<file path="src/rtl/led_scan_pkg.sv">
package led_scan_pkg;
  localparam int unsigned ROWS     = 5;
  localparam int unsigned LVL_W    = 5;
  localparam int unsigned COL_W    = 4;
  localparam int unsigned BYTE_W   = 8;
  localparam int unsigned MODE_BIT = COL_W;

  typedef struct packed {
    logic             bar_mode;
    logic [COL_W-1:0] col;
    logic [LVL_W-1:0] level;
  } scan_word_t;
endpackage

</file>
<file path="src/rtl/led_host_regs.sv">
module led_host_regs
  import led_scan_pkg::*;
(
  input  logic              clk,
  input  logic              rst,
  input  logic              hi_we,
  input  logic              lo_we,
  input  logic [BYTE_W-1:0] wr_data,
  output logic              out_valid,
  input  logic              out_ready,
  output scan_word_t        out_word
);
  logic             hi_mode;
  logic [COL_W-1:0] hi_col;
  logic             pend_v;
  scan_word_t       pend_w;
  scan_word_t       new_w;
  logic             fire;
  logic             keep_new;
  logic             unused_top_bits;

  assign unused_top_bits = ^wr_data[BYTE_W-1:MODE_BIT+1];

  always_comb begin
    new_w.bar_mode = hi_mode;
    new_w.col      = hi_col;
    new_w.level    = wr_data[LVL_W-1:0];
  end

  // the waiting slot has priority over a fresh write
  assign out_valid = pend_v | lo_we;
  assign out_word  = pend_v ? pend_w : new_w;
  assign fire      = out_valid & out_ready;
  // a fresh write is kept unless it went straight out
  assign keep_new  = lo_we & ~(fire & ~pend_v);

  always_ff @(posedge clk) begin
    if (rst) begin
      hi_mode <= 1'b0;
      hi_col  <= '0;
      pend_v  <= 1'b0;
      pend_w  <= '0;
    end else begin
      if (hi_we) begin
        hi_col  <= wr_data[COL_W-1:0];
        hi_mode <= wr_data[MODE_BIT];
      end
      pend_v <= (pend_v & ~fire) | keep_new;
      if (keep_new) pend_w <= new_w;
    end
  end
endmodule

</file>
<file path="src/rtl/led_pulse_seq.sv">
module led_pulse_seq
  import led_scan_pkg::*;
#(
  parameter int unsigned DLY = 2
) (
  input  logic       clk,
  input  logic       rst,
  input  logic       in_valid,
  output logic       in_ready,
  input  scan_word_t in_word,
  output scan_word_t cur_word,
  output logic       ser_data,
  output logic       shift_clk,
  output logic       latch_clk
);
  logic [DLY-1:0] dly;
  logic           start;

  assign in_ready = ~(|dly) & ~shift_clk;
  assign start    = in_valid & in_ready;

  for (genvar i = 0; i < DLY; i++) begin : g_dly
    if (i == 0) begin : g_head
      always_ff @(posedge clk) begin
        if (rst) dly[0] <= 1'b0;
        else     dly[0] <= start;
      end
    end else begin : g_tail
      always_ff @(posedge clk) begin
        if (rst) dly[i] <= 1'b0;
        else     dly[i] <= dly[i-1];
      end
    end
  end

  always_ff @(posedge clk) begin
    if (rst) begin
      shift_clk <= 1'b0;
      latch_clk <= 1'b0;
      ser_data  <= 1'b0;
      cur_word  <= '0;
    end else begin
      shift_clk <= dly[DLY-1];
      latch_clk <= shift_clk;
      if (start) begin
        cur_word <= in_word;
        ser_data <= (in_word.col == '0);
      end
    end
  end
endmodule

</file>
<file path="src/rtl/led_row_pattern.sv">
module led_row_pattern
  import led_scan_pkg::*;
(
  input  scan_word_t      word,
  output logic [ROWS-1:0] pattern
);
  logic [ROWS-1:0] bar;

  for (genvar i = 0; i < ROWS; i++) begin : g_bar
    assign bar[i] = (word.level > LVL_W'(i));
  end

  assign pattern = word.bar_mode ? bar : word.level[ROWS-1:0];
endmodule

</file>
<file path="src/rtl/led_scan_ctrl.sv">
module led_scan_ctrl
  import led_scan_pkg::*;
(
  input  logic              clk,
  input  logic              rst,
  input  logic              hi_we,
  input  logic              lo_we,
  input  logic [BYTE_W-1:0] wr_data,
  output logic [ROWS-1:0]   row_o,
  output logic              ser_data,
  output logic              shift_clk,
  output logic              latch_clk
);
  logic            req_valid;
  logic            req_ready;
  scan_word_t      req_word;
  scan_word_t      cur_word;
  logic [ROWS-1:0] pattern;

  led_host_regs u_regs (
    .clk       (clk),
    .rst       (rst),
    .hi_we     (hi_we),
    .lo_we     (lo_we),
    .wr_data   (wr_data),
    .out_valid (req_valid),
    .out_ready (req_ready),
    .out_word  (req_word)
  );

  led_pulse_seq #(.DLY(2)) u_seq (
    .clk       (clk),
    .rst       (rst),
    .in_valid  (req_valid),
    .in_ready  (req_ready),
    .in_word   (req_word),
    .cur_word  (cur_word),
    .ser_data  (ser_data),
    .shift_clk (shift_clk),
    .latch_clk (latch_clk)
  );

  led_row_pattern u_pat (
    .word    (cur_word),
    .pattern (pattern)
  );

  // rows load on the edge that raises the latch pulse
  always_ff @(posedge clk) begin
    if (rst)            row_o <= '0;
    else if (shift_clk) row_o <= pattern;
  end
endmodule

</file>
<file path="config.mk">
export PLATFORM = sky130hd
export DESIGN_NAME = led_scan_ctrl
export DESIGN_NICKNAME = d
export VERILOG_FILES = /design/src/rtl/led_scan_pkg.sv /design/src/rtl/led_host_regs.sv /design/src/rtl/led_pulse_seq.sv /design/src/rtl/led_row_pattern.sv /design/src/rtl/led_scan_ctrl.sv
export SDC_FILE = /design/constraint.sdc
export NUM_CORES = 1
export LEC_CHECK = 0
export BUFFER_PORTS_ARGS = -buffer_cell sky130_fd_sc_hd__buf_4
export CAP_MARGIN = 40
export CORE_AREA = 5 5 62 64
export CTS_CLUSTER_SIZE = 20
export DETAILED_ROUTE_END_ITERATION = 10
export DIE_AREA = 0 0 67 69
export PLACE_DENSITY = 0.83
export SYNTH_ARGS = -nofsm -noshare
export SYNTH_HDL_FRONTEND = slang
export SYNTH_HIERARCHICAL = 1
export SYNTH_SLANG_ARGS = --single-unit
</file>
<file path="constraint.sdc">
create_clock -name clk -period 1.25 [get_ports clk]
set_input_delay 0 -clock clk [delete_from_list [all_inputs] [get_ports clk]]
set_output_delay 0 -clock clk [all_outputs]
set_load 0.05 [all_outputs]
</file>
Word-level counts from Yosys, hierarchy flattened. Index checks and enable logic that the tools add are counted.

Register bits after elaboration: 32. Input port bits: 12. Output and inout bits: 8. Word-level logic and storage cells: 35.

Magnitude comparators: 5. Mux-type cells: 2. Bitwise logic cells: 12. Reductions and logical operators: 2.

Operator list (number): > comparator 5 x 1 -> 1 bit (second input constant) (2); > comparator 5 x 2 -> 1 bit (second input constant) (2); 2-to-1 mux 10 bit (1); AND 1 bit (5); > comparator 5 x 3 -> 1 bit (second input constant) (1); 2-to-1 mux 5 bit (1); NOT 1 bit (5); zero test 4 bit (1); bitwise OR 1 bit (2); OR reduction 2 bit (1).

Depth between registers and ports, before layout. Gate-level depths: netlist of run 1.

Word-level depth: 8. Mapped depth: 6. Gate-level depth less buffers: 5.

By module. The synthesis of run 1 kept the hierarchy.

Modules (own cells, without submodules): led_host_regs (times used 1, cells an instance 77, area an instance 794.5 um^2, sequential area each 320.3 um^2); led_pulse_seq (times used 1, cells an instance 59, area an instance 525.5 um^2, sequential area each 300.3 um^2); led_scan_ctrl (times used 1, cells an instance 16, area an instance 180.2 um^2, sequential area each 100.1 um^2); led_row_pattern (times used 1, cells an instance 12, area an instance 73.8 um^2, sequential area each 0.0 um^2).

Worst setup path after synthesis of run 1. OpenSTA, ideal clock, no wires.

Path type: flip-flop to flip-flop. From: register u_seq.shift_clk. To: register u_seq/cur_word[0] (netlist name). Library setup time: 0.132 ns. Data arrival time: 1.326 ns. Data required time: 1.118 ns. Path slack: -0.208 ns. Cell stages (with the launch flop): 5. Path buffers: 1. Period minus slack after synthesis: 1.458 ns. Cells stage by stage: dfxtp_1 or4b_4 buf_6 nand2_1 a21oi_1.

Cells in the longest elaborated chain, start to end: 3.

Ends and longest elaborated chain: start, declared (line led_pulse_seq.sv:13) `output logic shift_clk,`; start signal, assigned (line led_pulse_seq.sv:43) `shift_clk <= dly[DLY-1];`; NOT 1 bit (line led_pulse_seq.sv:19) `assign in_ready = ~(|dly) & ~shift_clk;`; AND 1 bit (line led_pulse_seq.sv:19); AND 1 bit (line led_pulse_seq.sv:20) `assign start = in_valid & in_ready;`.

Every way passes these cells. A chain may end at the register's enable or synchronous reset.

Final worst setup path of run 1.
From: register u_regs.pend_v. To: register u_seq/cur_word[0] (netlist name).

Cells in the longest elaborated chain, start to end: 2. Elaborated cells between the ends (all ways): 3. Those cells by class: mux: 1; bitwise: 2.

Ends and longest elaborated chain: start, declared (line led_host_regs.sv:15) `logic pend_v;`; start signal, assigned (line led_host_regs.sv:48) `pend_v <= (pend_v & ~fire) | keep_new;`; bitwise OR 1 bit (line led_host_regs.sv:31) `assign out_valid = pend_v | lo_we;`; net req_valid (line led_scan_ctrl.sv:14) `logic req_valid;`; AND 1 bit (line led_pulse_seq.sv:20).

The timed path passes the listed nets, and every way through them passes these cells.

==> results of run 1 <==
worst reg2reg max path: stages (launching register included):
cell     delay (ns)
dfxtp_4        0.41
inv_2          0.05
nand2_2        0.05
or4b_4         0.54
nand2_1        0.10
a21oi_1        0.06
path summary, 6_finish.rpt:
path         slack, ns                 to      startpoint
max              -0.08  u_seq/cur_word[0]   u_regs/pend_v
min             -0.006   u_regs/hi_col[0]           hi_we
max reg2reg      -0.08  u_seq/cur_word[0]   u_regs/pend_v
min reg2reg       0.48     u_seq/ser_data  u_seq/ser_data
cells in the final DEF, fill, tap and decap left out, drive strengths merged:
cell type,count
clkbuf,8
nor4b,1
buf,21
maj3,1
o21ai,2
or4b,1
a21oi,9
nand2b,23
inv,2
nor4,1
nor2,14
dfxtp,32
a211o,1
dlygate4sd3,6
o31ai,1
nor2b,3
mux2,10
nor3,1
mux2i,20
o41ai,1
a21o,1
nand2,15
sequential cells by signal, summed over array words and instances, names as in the netlist:
| register | count |
|---|---|
| u_seq/cur_word | 6 |
| u_seq/ser_data | 1 |
| u_regs/pend_v | 1 |
| u_seq/shift_clk | 1 |
| u_regs/pend_w | 10 |
| u_regs/hi_mode | 1 |
| u_seq/dly | 2 |
| u_regs/hi_col | 4 |
| row_o | 5 |
| u_seq/latch_clk | 1 |
routing by layer:
metal / GRT usage / part of all wire
met5: 0 / 0
met4: 0.0788 / 0.023
met3: 0.0455 / 0.028
met2: 0.247 / 0.51
met1: 0.168 / 0.44
area by class of cell:
| class | instances | area, um2 | share of cell area |
|---|---|---|---|
| multi-input combinational | 105 | 764 | 0.432 |
| clock buffer | 8 | 58.8 | 0.0332 |
| inverter | 2 | 7.51 | 0.00424 |
| timing repair buffer | 27 | 230 | 0.130 |
| tap | 46 | 57.6 | 0.0325 |
| sequential | 32 | 652 | 0.368 |
metrics by stage:
| step | util | power (mW) |
|---|---|---|
| 2_1_floorplan | - | 1.38 |
| 5_1_grt | 0.548 | 2.22 |
| 3_3_place_gp | 0.499 | 1.45 |
| 4_1_cts | 0.555 | 2.13 |
| 3_5_place_dp | 0.499 | 1.47 |
| 6_report | 0.548 | 2.10 |
power groups by stage:
stage,logic (mW),registers (mW),clock network [mW]
after floorplan,0.229,1.15,0
after global placement,0.311,1.14,0
after detailed placement,0.323,1.15,0
after CTS,0.365,1.13,0.635
after global routing,0.398,1.14,0.684
final,0.361,1.13,0.607
what timing repair did:
item	4_1_cts	5_1_grt
hold buffers	10	0
pin swaps	8	3
resized for setup	7	6
setup endpoints to repair	7	22
cloned	0	0
endpoints found under the hold margin	10	0
==> impl_metrics.json, run 1 <==
{
  "ioPinCount": 20,
  "final_area_mm2": 0.00177,
  "cts_tree": "built",
  "post_drt_wl_per_cell_um": 13.3,
  "cp-end-kind": "flip-flop",
  "crit_type": "reg -> reg",
  "p_sw_mw": 0.559,
  "maxSlewViolCount": 0,
  "cp_slowest_cell": "or4b_4",
  "critPathLaunchType": "flip-flop",
  "syn_to_final_growth_pct": 23.0,
  "track_usage": 0.149,
  "gp_congestion": 0.723,
  "cts_sinks": 32,
  "cts_setup_buffers": 0,
  "setup_viol": 7,
  "p_clk_frac": 0.289,
  "timing.final.ws_setup_ns": -0.0774,
  "power_density_mw_per_mm2": 1190,
  "insertion_delay_ns": 0.33,
  "cp.arrival_ns": 1.54,
  "ir_drop_mv": 0.548,
  "crit_buf_inv": 1,
  "ant_nets": 0,
  "failed_checks": "negative hold slack, negative setup slack",
  "io_buffers": 16,
  "swShare": 0.266,
  "clock-skew-final_ns": 0.00349,
  "p_seq_frac": 0.538,
  "core_area_mm2": 0.00323,
  "critPathMaxStageDelay_ns": 0.54,
  "dp.cells": 206,
  "nNetsFinal": 185,
  "tightest_slew_ns": 0.348,
  "netlist_area_mm2": 0.00144,
  "crit_chain": "inv_2 -> nand2_2 -> or4b_4 -> nand2_1 -> a21oi_1",
  "drive_above_1_share": 0.316,
  "critPathTopFamily": "simple AND/OR/NAND/NOR gates",
  "dieArea_mm2": 0.00462,
  "grt_pass1_wl_um": 5310,
  "drt-pass1-iter-count": 4,
  "drt-initial-drc-count": 38,
  "wirelength_um": 2920,
  "tns_ns": -0.486,
  "avgSynthCellArea_um2": 9.72,
  "n_antenna_cell": 0,
  "via_per_inst": 4.80,
  "cts_buffer_depth": 2,
  "cts.clk_slew.worst_paths_ns": 0.09,
  "pre_cts_slack_ns": -0.100,
  "outcome": "complete, but fails checks",
  "hold_viol": 1,
  "nFillCells": 272,
  "grt_max_degree": 43,
  "start_util": 0.445,
  "drv_cap": 0,
  "reg2reg_depth": 5,
  "cts_made_buffers": 5,
  "pwr-share-comb": 0.172,
  "netlist_instances": 148,
  "syn-num-nets": 160,
  "drcViolationCount": 0,
  "grt_overflow_total": 0,
  "antenna_found_initial": 0,
  "crit_fanout": 8,
  "maxSlewHeadroom": 0.768,
  "min_period_over_period": 1.06,
  "min_path_type": "in -> reg",
  "p_leak_nw": 0.710,
  "placed_cell_area_mm2": 0.00161,
  "whs_path_depth": 3,
  "die_y_um": 69,
  "worst_hold_slack_ns": -0.00569,
  "die_w_um": 67,
  "layout_min_cycle_time_ns": 1.33,
  "rows": 21,
  "worstSetupPathDepth": 5,
  "p_int_mw": 1.54,
  "finalNonFillerCells": 220,
  "rsz0062_at_grt": "yes",
  "route.vias.total": 1056,
  "cts_max_level": 2,
  "cts_root_buf": "clkbuf_4",
  "synth_warnings": 6,
  "grt_pass1_vias": 1142,
  "fmax_mhz": 753,
  "cp_data_required_time_ns": 1.46,
  "dpl.hpwl_um": 1940
}
No activity file was read; power rests on OpenSTA's default activity.
==> run 2, diff against run 1 <==
TNS_END_PERCENT = 20   (was default)
==> impl_metrics.json, run 2 (synthesis results as in run 1) <==
{
  "outcome": "complete, but fails checks",
  "failed_checks": "negative setup slack",
  "reg2reg_depth": 5,
  "grt_pass1_wl_um": 5180,
  "timing.final.ws_setup_ns": -0.117,
  "n_antenna_cell": 0,
  "critPathLaunchType": "flip-flop",
  "core_area_mm2": 0.00323,
  "layout_common_cells": "dfxtp_1 (30), buf_4 (23), nand2b_1 (23)",
  "dieArea_mm2": 0.00462,
  "die_y_um": 69,
  "nNetsFinal": 191,
  "cp.arrival_ns": 1.57,
  "maxSlewViolCount": 0,
  "dpl.hpwl_um": 1960,
  "via_per_inst": 4.92,
  "p_sw_mw": 0.562,
  "pwr-share-comb": 0.197,
  "setup_viol": 7,
  "maxSlewHeadroom": 0.757,
  "track_usage": 0.147,
  "die_w_um": 67,
  "p_int_mw": 1.48,
  "cts_buffer_depth": 2,
  "tightest_slew_ns": 0.365,
  "cts_sinks": 32,
  "r2r_start": "u_regs/pend_v",
  "wirelength_um": 3050,
  "cts.clk_slew.worst_paths_ns": 0.09,
  "reg_top3": "u_regs/pend_w (10), u_seq/cur_word (6), row_o (5)",
  "worst_hold_slack_ns": 0.0589,
  "rows": 21,
  "route.vias.total": 1097,
  "cts_made_buffers": 5,
  "worst_r2r_endpoint": "u_seq/cur_word[2]",
  "insertion_delay_ns": 0.33,
  "whs_path_depth": 2,
  "antenna_found_initial": 0,
  "largest_register_ffs": 10,
  "gp_congestion": 0.728,
  "hold-path-endpoint": "row_o[1]",
  "reg2reg_slack_ns": -0.12,
  "min_from": "rst",
  "drv_cap": 0,
  "layout_min_cycle_time_ns": 1.37,
  "grt_overflow_total": 0,
  "rsz0062_at_grt": "yes",
  "hold_viol": 0,
  "power_density_mw_per_mm2": 1120,
  "cts_max_level": 2,
  "pre_cts_slack_ns": -0.231,
  "io_buffers": 16,
  "swShare": 0.275,
  "p_seq_frac": 0.555,
  "drive_above_1_share": 0.328,
  "final_common_cell": "dfxtp_1",
  "cts_root_buf": "clkbuf_4",
  "post_drt_wl_per_cell_um": 13.7,
  "syn_to_final_growth_pct": 26.9,
  "fmax_mhz": 732,
  "drt-pass1-iter-count": 3,
  "cts_tree": "built",
  "cp_data_required_time_ns": 1.45,
  "cp-end-kind": "flip-flop",
  "min_period_over_period": 1.09,
  "postLayoutCoreUtil": 0.565,
  "ant_nets": 0,
  "ir_drop_mv": 0.491,
  "start_util": 0.445,
  "drcViolationCount": 0,
  "top_register": "u_regs/pend_w",
  "grt_max_degree": 43,
  "ioPinCount": 20,
  "grt_pass1_vias": 1130,
  "crit_fanout": 8,
  "clock-skew-final_ns": 0.00970,
  "min_path_type": "in -> reg",
  "p_leak_nw": 0.738,
  "p_clk_frac": 0.247,
  "drt-initial-drc-count": 16,
  "crit_type": "reg -> reg"
}
-- run 2: cell type report --
| type | count | area [um2] |
|---|---|---|
| Fill cell | 268 | 1410 |
| Multi-Input combinational cell | 105 | 792 |
| Sequential cell | 32 | 646 |
| Timing Repair Buffer | 33 | 285 |
| Tap cell | 46 | 57.6 |
| Clock buffer | 5 | 37.5 |
| Inverter | 2 | 7.51 |
-- run 2: worst max-delay path by stage --
stage | from | slack, ns | endpoint | depth (start not counted)
after global placement | u_regs/pend_v | -0.17 | u_seq/ser_data | 4
after floorplan | u_regs/pend_v | -0.08 | u_seq/ser_data | 5
after CTS | u_regs/pend_v | -0.06 | u_seq/cur_word[2] | 5
after detailed placement | u_regs/pend_v | -0.23 | u_seq/cur_word[2] | 5
final | u_regs/pend_v | -0.12 | u_seq/cur_word[2] | 5
after global routing | u_regs/pend_v | -0.15 | u_seq/cur_word[2] | 5
-- run 2: power by group through the flow --
stage / clock network, mW / registers, mW / logic, mW
6_report: 0.504 / 1.13 / 0.402
2_1_floorplan: 0 / 1.15 / 0.225
4_1_cts: 0.526 / 1.13 / 0.371
5_1_grt: 0.556 / 1.14 / 0.434
3_3_place_gp: 0 / 1.14 / 0.311
3_5_place_dp: 0 / 1.15 / 0.322
-- run 2: stage by stage --
step	instances	TNS (ns)	total power, mW	instance area, um2
floorplan	148	-0.286	1.38	1440
global placement	207	-0.921	1.46	1610
detailed placement	207	-2.08	1.47	1610
CTS	223	-0.353	2.02	1780
global route	223	-0.960	2.13	1830
finish	223	-0.603	2.04	1830
-- run 2: repair_timing --
item / in CTS / in global routing
buffers inserted: 2 / 0
pin swaps: 7 / 6
hold endpoints to repair: 10 / 0
setup endpoints to repair: 18 / 20
hold buffers: 9 / 0
gates resized for setup: 9 / 9
-- run 2: per-layer routing --
| layer | share of wire | track usage | vias to the layer above |
|---|---|---|---|
| li1 | - | - | 552 |
| met1 | 0.44 | 0.168 | 522 |
| met4 | 0.034 | 0.0946 | 0 |
| met5 | 0 | 0 | - |
| met2 | 0.50 | 0.237 | 13 |
| met3 | 0.028 | 0.0373 | 10 |
-- run 2: critical path, stage by stage (launching register included) --
cell	delay (ns)
dfxtp_4	0.41
inv_2	0.05
nand2_2	0.06
or4b_4	0.54
nand2_2	0.12
a21oi_2	0.06
==> run 3, diff against run 2 <==
CORE_AREA = 5 5 57 69   (was 5 5 62 64)
DIE_AREA = 0 0 62 74   (was 0 0 67 69)
PLACE_DENSITY = 0.84   (was 0.83)
==> impl_metrics.json, run 3 (synthesis results as in run 1) <==
{
  "regArea_um2": 646,
  "final_area_mm2": 0.00185,
  "power_density_mw_per_mm2": 1400,
  "power_mw": 2.59,
  "nFillCells": 264,
  "drt-pass1-iter-count": 4,
  "nNetsFinal": 186,
  "cts_sinks": 32,
  "pre_cts_slack_ns": -0.205,
  "timing.final.ws_setup_ns": -0.0918,
  "via_per_inst": 5.08,
  "layout_min_cycle_time_ns": 1.34,
  "layout_common_cells": "dfxtp_1 (30), nand2b_1 (23), buf_4 (22)",
  "cts_tree": "built",
  "ant_nets": 0,
  "maxSlewHeadroom": 0.772,
  "die_y_um": 74,
  "syn_to_final_growth_pct": 28.3,
  "cts.clk_slew.worst_paths_ns": 0.07,
  "hold_viol": 0,
  "tightest_slew_ns": 0.342,
  "cp-end-kind": "flip-flop",
  "dp.cells": 198,
  "drt-initial-drc-count": 17,
  "gp_congestion": 0.792,
  "maxSlewViolCount": 0,
  "route.vias.total": 1078,
  "crit_type": "reg -> reg",
  "grt_max_degree": 43,
  "drcViolationCount": 0,
  "reg2reg_depth": 4,
  "grt_pass1_wl_um": 4810,
  "antenna_found_initial": 0,
  "multiInputGateArea_um2": 786,
  "wirelength_um": 2890,
  "cp.arrival_ns": 1.56,
  "setup_viol": 7,
  "core_area_mm2": 0.00322,
  "cts_made_buffers": 5,
  "track_usage": 0.145,
  "cts_root_buf": "clkbuf_8",
  "ir_drop_mv": 1.04,
  "finalNonFillerCells": 212,
  "placed_cell_area_mm2": 0.00160,
  "critPathLaunchType": "flip-flop",
  "final_common_cell": "dfxtp_1",
  "ioPinCount": 20,
  "n_antenna_cell": 0,
  "cp_data_required_time_ns": 1.47,
  "reg_top3": "u_regs/pend_w (10), u_seq/cur_word (6), row_o (5)",
  "rows": 23,
  "crit_fanout": 6,
  "largest_register_ffs": 10,
  "cts_max_level": 2,
  "dpl.hpwl_um": 1930,
  "start_util": 0.446,
  "insertion_delay_ns": 0.29,
  "clock-skew-final_ns": 0.00792,
  "drive_above_1_share": 0.337,
  "min_period_over_period": 1.07,
  "grt_overflow_total": 0,
  "p_leak_nw": 0.760,
  "rsz0062_at_grt": "yes",
  "postLayoutCoreUtil": 0.573,
  "post_drt_wl_per_cell_um": 13.6,
  "failed_checks": "negative setup slack",
  "grt_pass1_vias": 1059,
  "whs_path_depth": 3,
  "fmax_mhz": 745,
  "dieArea_mm2": 0.00459,
  "cts_buffer_depth": 2,
  "drv_cap": 0,
  "min_path_type": "in -> reg",
  "top_register": "u_regs/pend_w",
  "io_buffers": 16,
  "outcome": "complete, but fails checks",
  "die_w_um": 62
}
-- run 3: cell count changes in the layout (fill, tap and decap cells not counted), moves of 2 or more --
| cell | before | now |
|---|---|---|
| a21oi_1 | 5 | 8 |
| clkbuf_4 | 5 | 0 |
| dlygate4sd3_1 | 8 | 5 |
| clkbuf_8 | 0 | 7 |
| mux2_4 | 0 | 3 |
| a21oi_2 | 3 | 1 |
| mux2_2 | 10 | 7 |
-- run 3: worst paths after layout --
path                         start                to  slack, ns
hold reg to reg   u_regs/pend_w[9]  u_regs/pend_w[9]       0.47
hold / removal               hi_we  u_regs/hi_col[3]       0.04
setup / recovery     u_regs/pend_v    u_seq/ser_data      -0.09
setup reg to reg     u_regs/pend_v    u_seq/ser_data      -0.09
-- run 3: report_power, final --
part           internal, mW  total (mW)  switching (mW)  leakage, nW
Combinational         0.196       0.371           0.175        0.433
Sequential             1.07        1.13          0.0574        0.262
Clock                 0.703        1.08           0.382       0.0645
Total                  1.97        2.59           0.614        0.760
-- run 3: timing repair --
action,in CTS,in global routing
endpoints found under the hold margin,8,0
endpoints found under the setup margin,18,9
setup buffers,1,0
resized for setup,10,7
hold buffers,5,0
pin swaps,3,5
-- run 3: metrics by stage --
step,TNS (ns),hold WS (ns)
3_5_place_dp,-1.12,0.262
4_1_cts,-0.180,0.0341
6_report,-0.330,0.0379
3_3_place_gp,-0.695,0.258
2_1_floorplan,-0.286,0.0642
5_1_grt,-0.828,0.0510
-- run 3: cell type report --
class | count | area share
inverter | 2 | 0.00407
timing repair buffer | 28 | 0.127
clock inverter | 1 | 0.0163
clock buffer | 7 | 0.0522
sequential | 32 | 0.350
multi-input combinational | 105 | 0.425
tap | 37 | 0.0251
-- run 3: critical path: stages, from the launching register on --
cell     delay (ns)
dfxtp_4        0.39
mux2_4         0.33
nor4_4         0.32
nand2_1        0.09
a21oi_1        0.14
-- run 3: metal layers --
metal / vias up / track usage / share of wire
li1: 542 / - / -
met1: 510 / 0.164 / 0.41
met2: 15 / 0.228 / 0.51
met3: 11 / 0.0573 / 0.037
met4: 0 / 0.0802 / 0.035
met5: - / 0 / 0
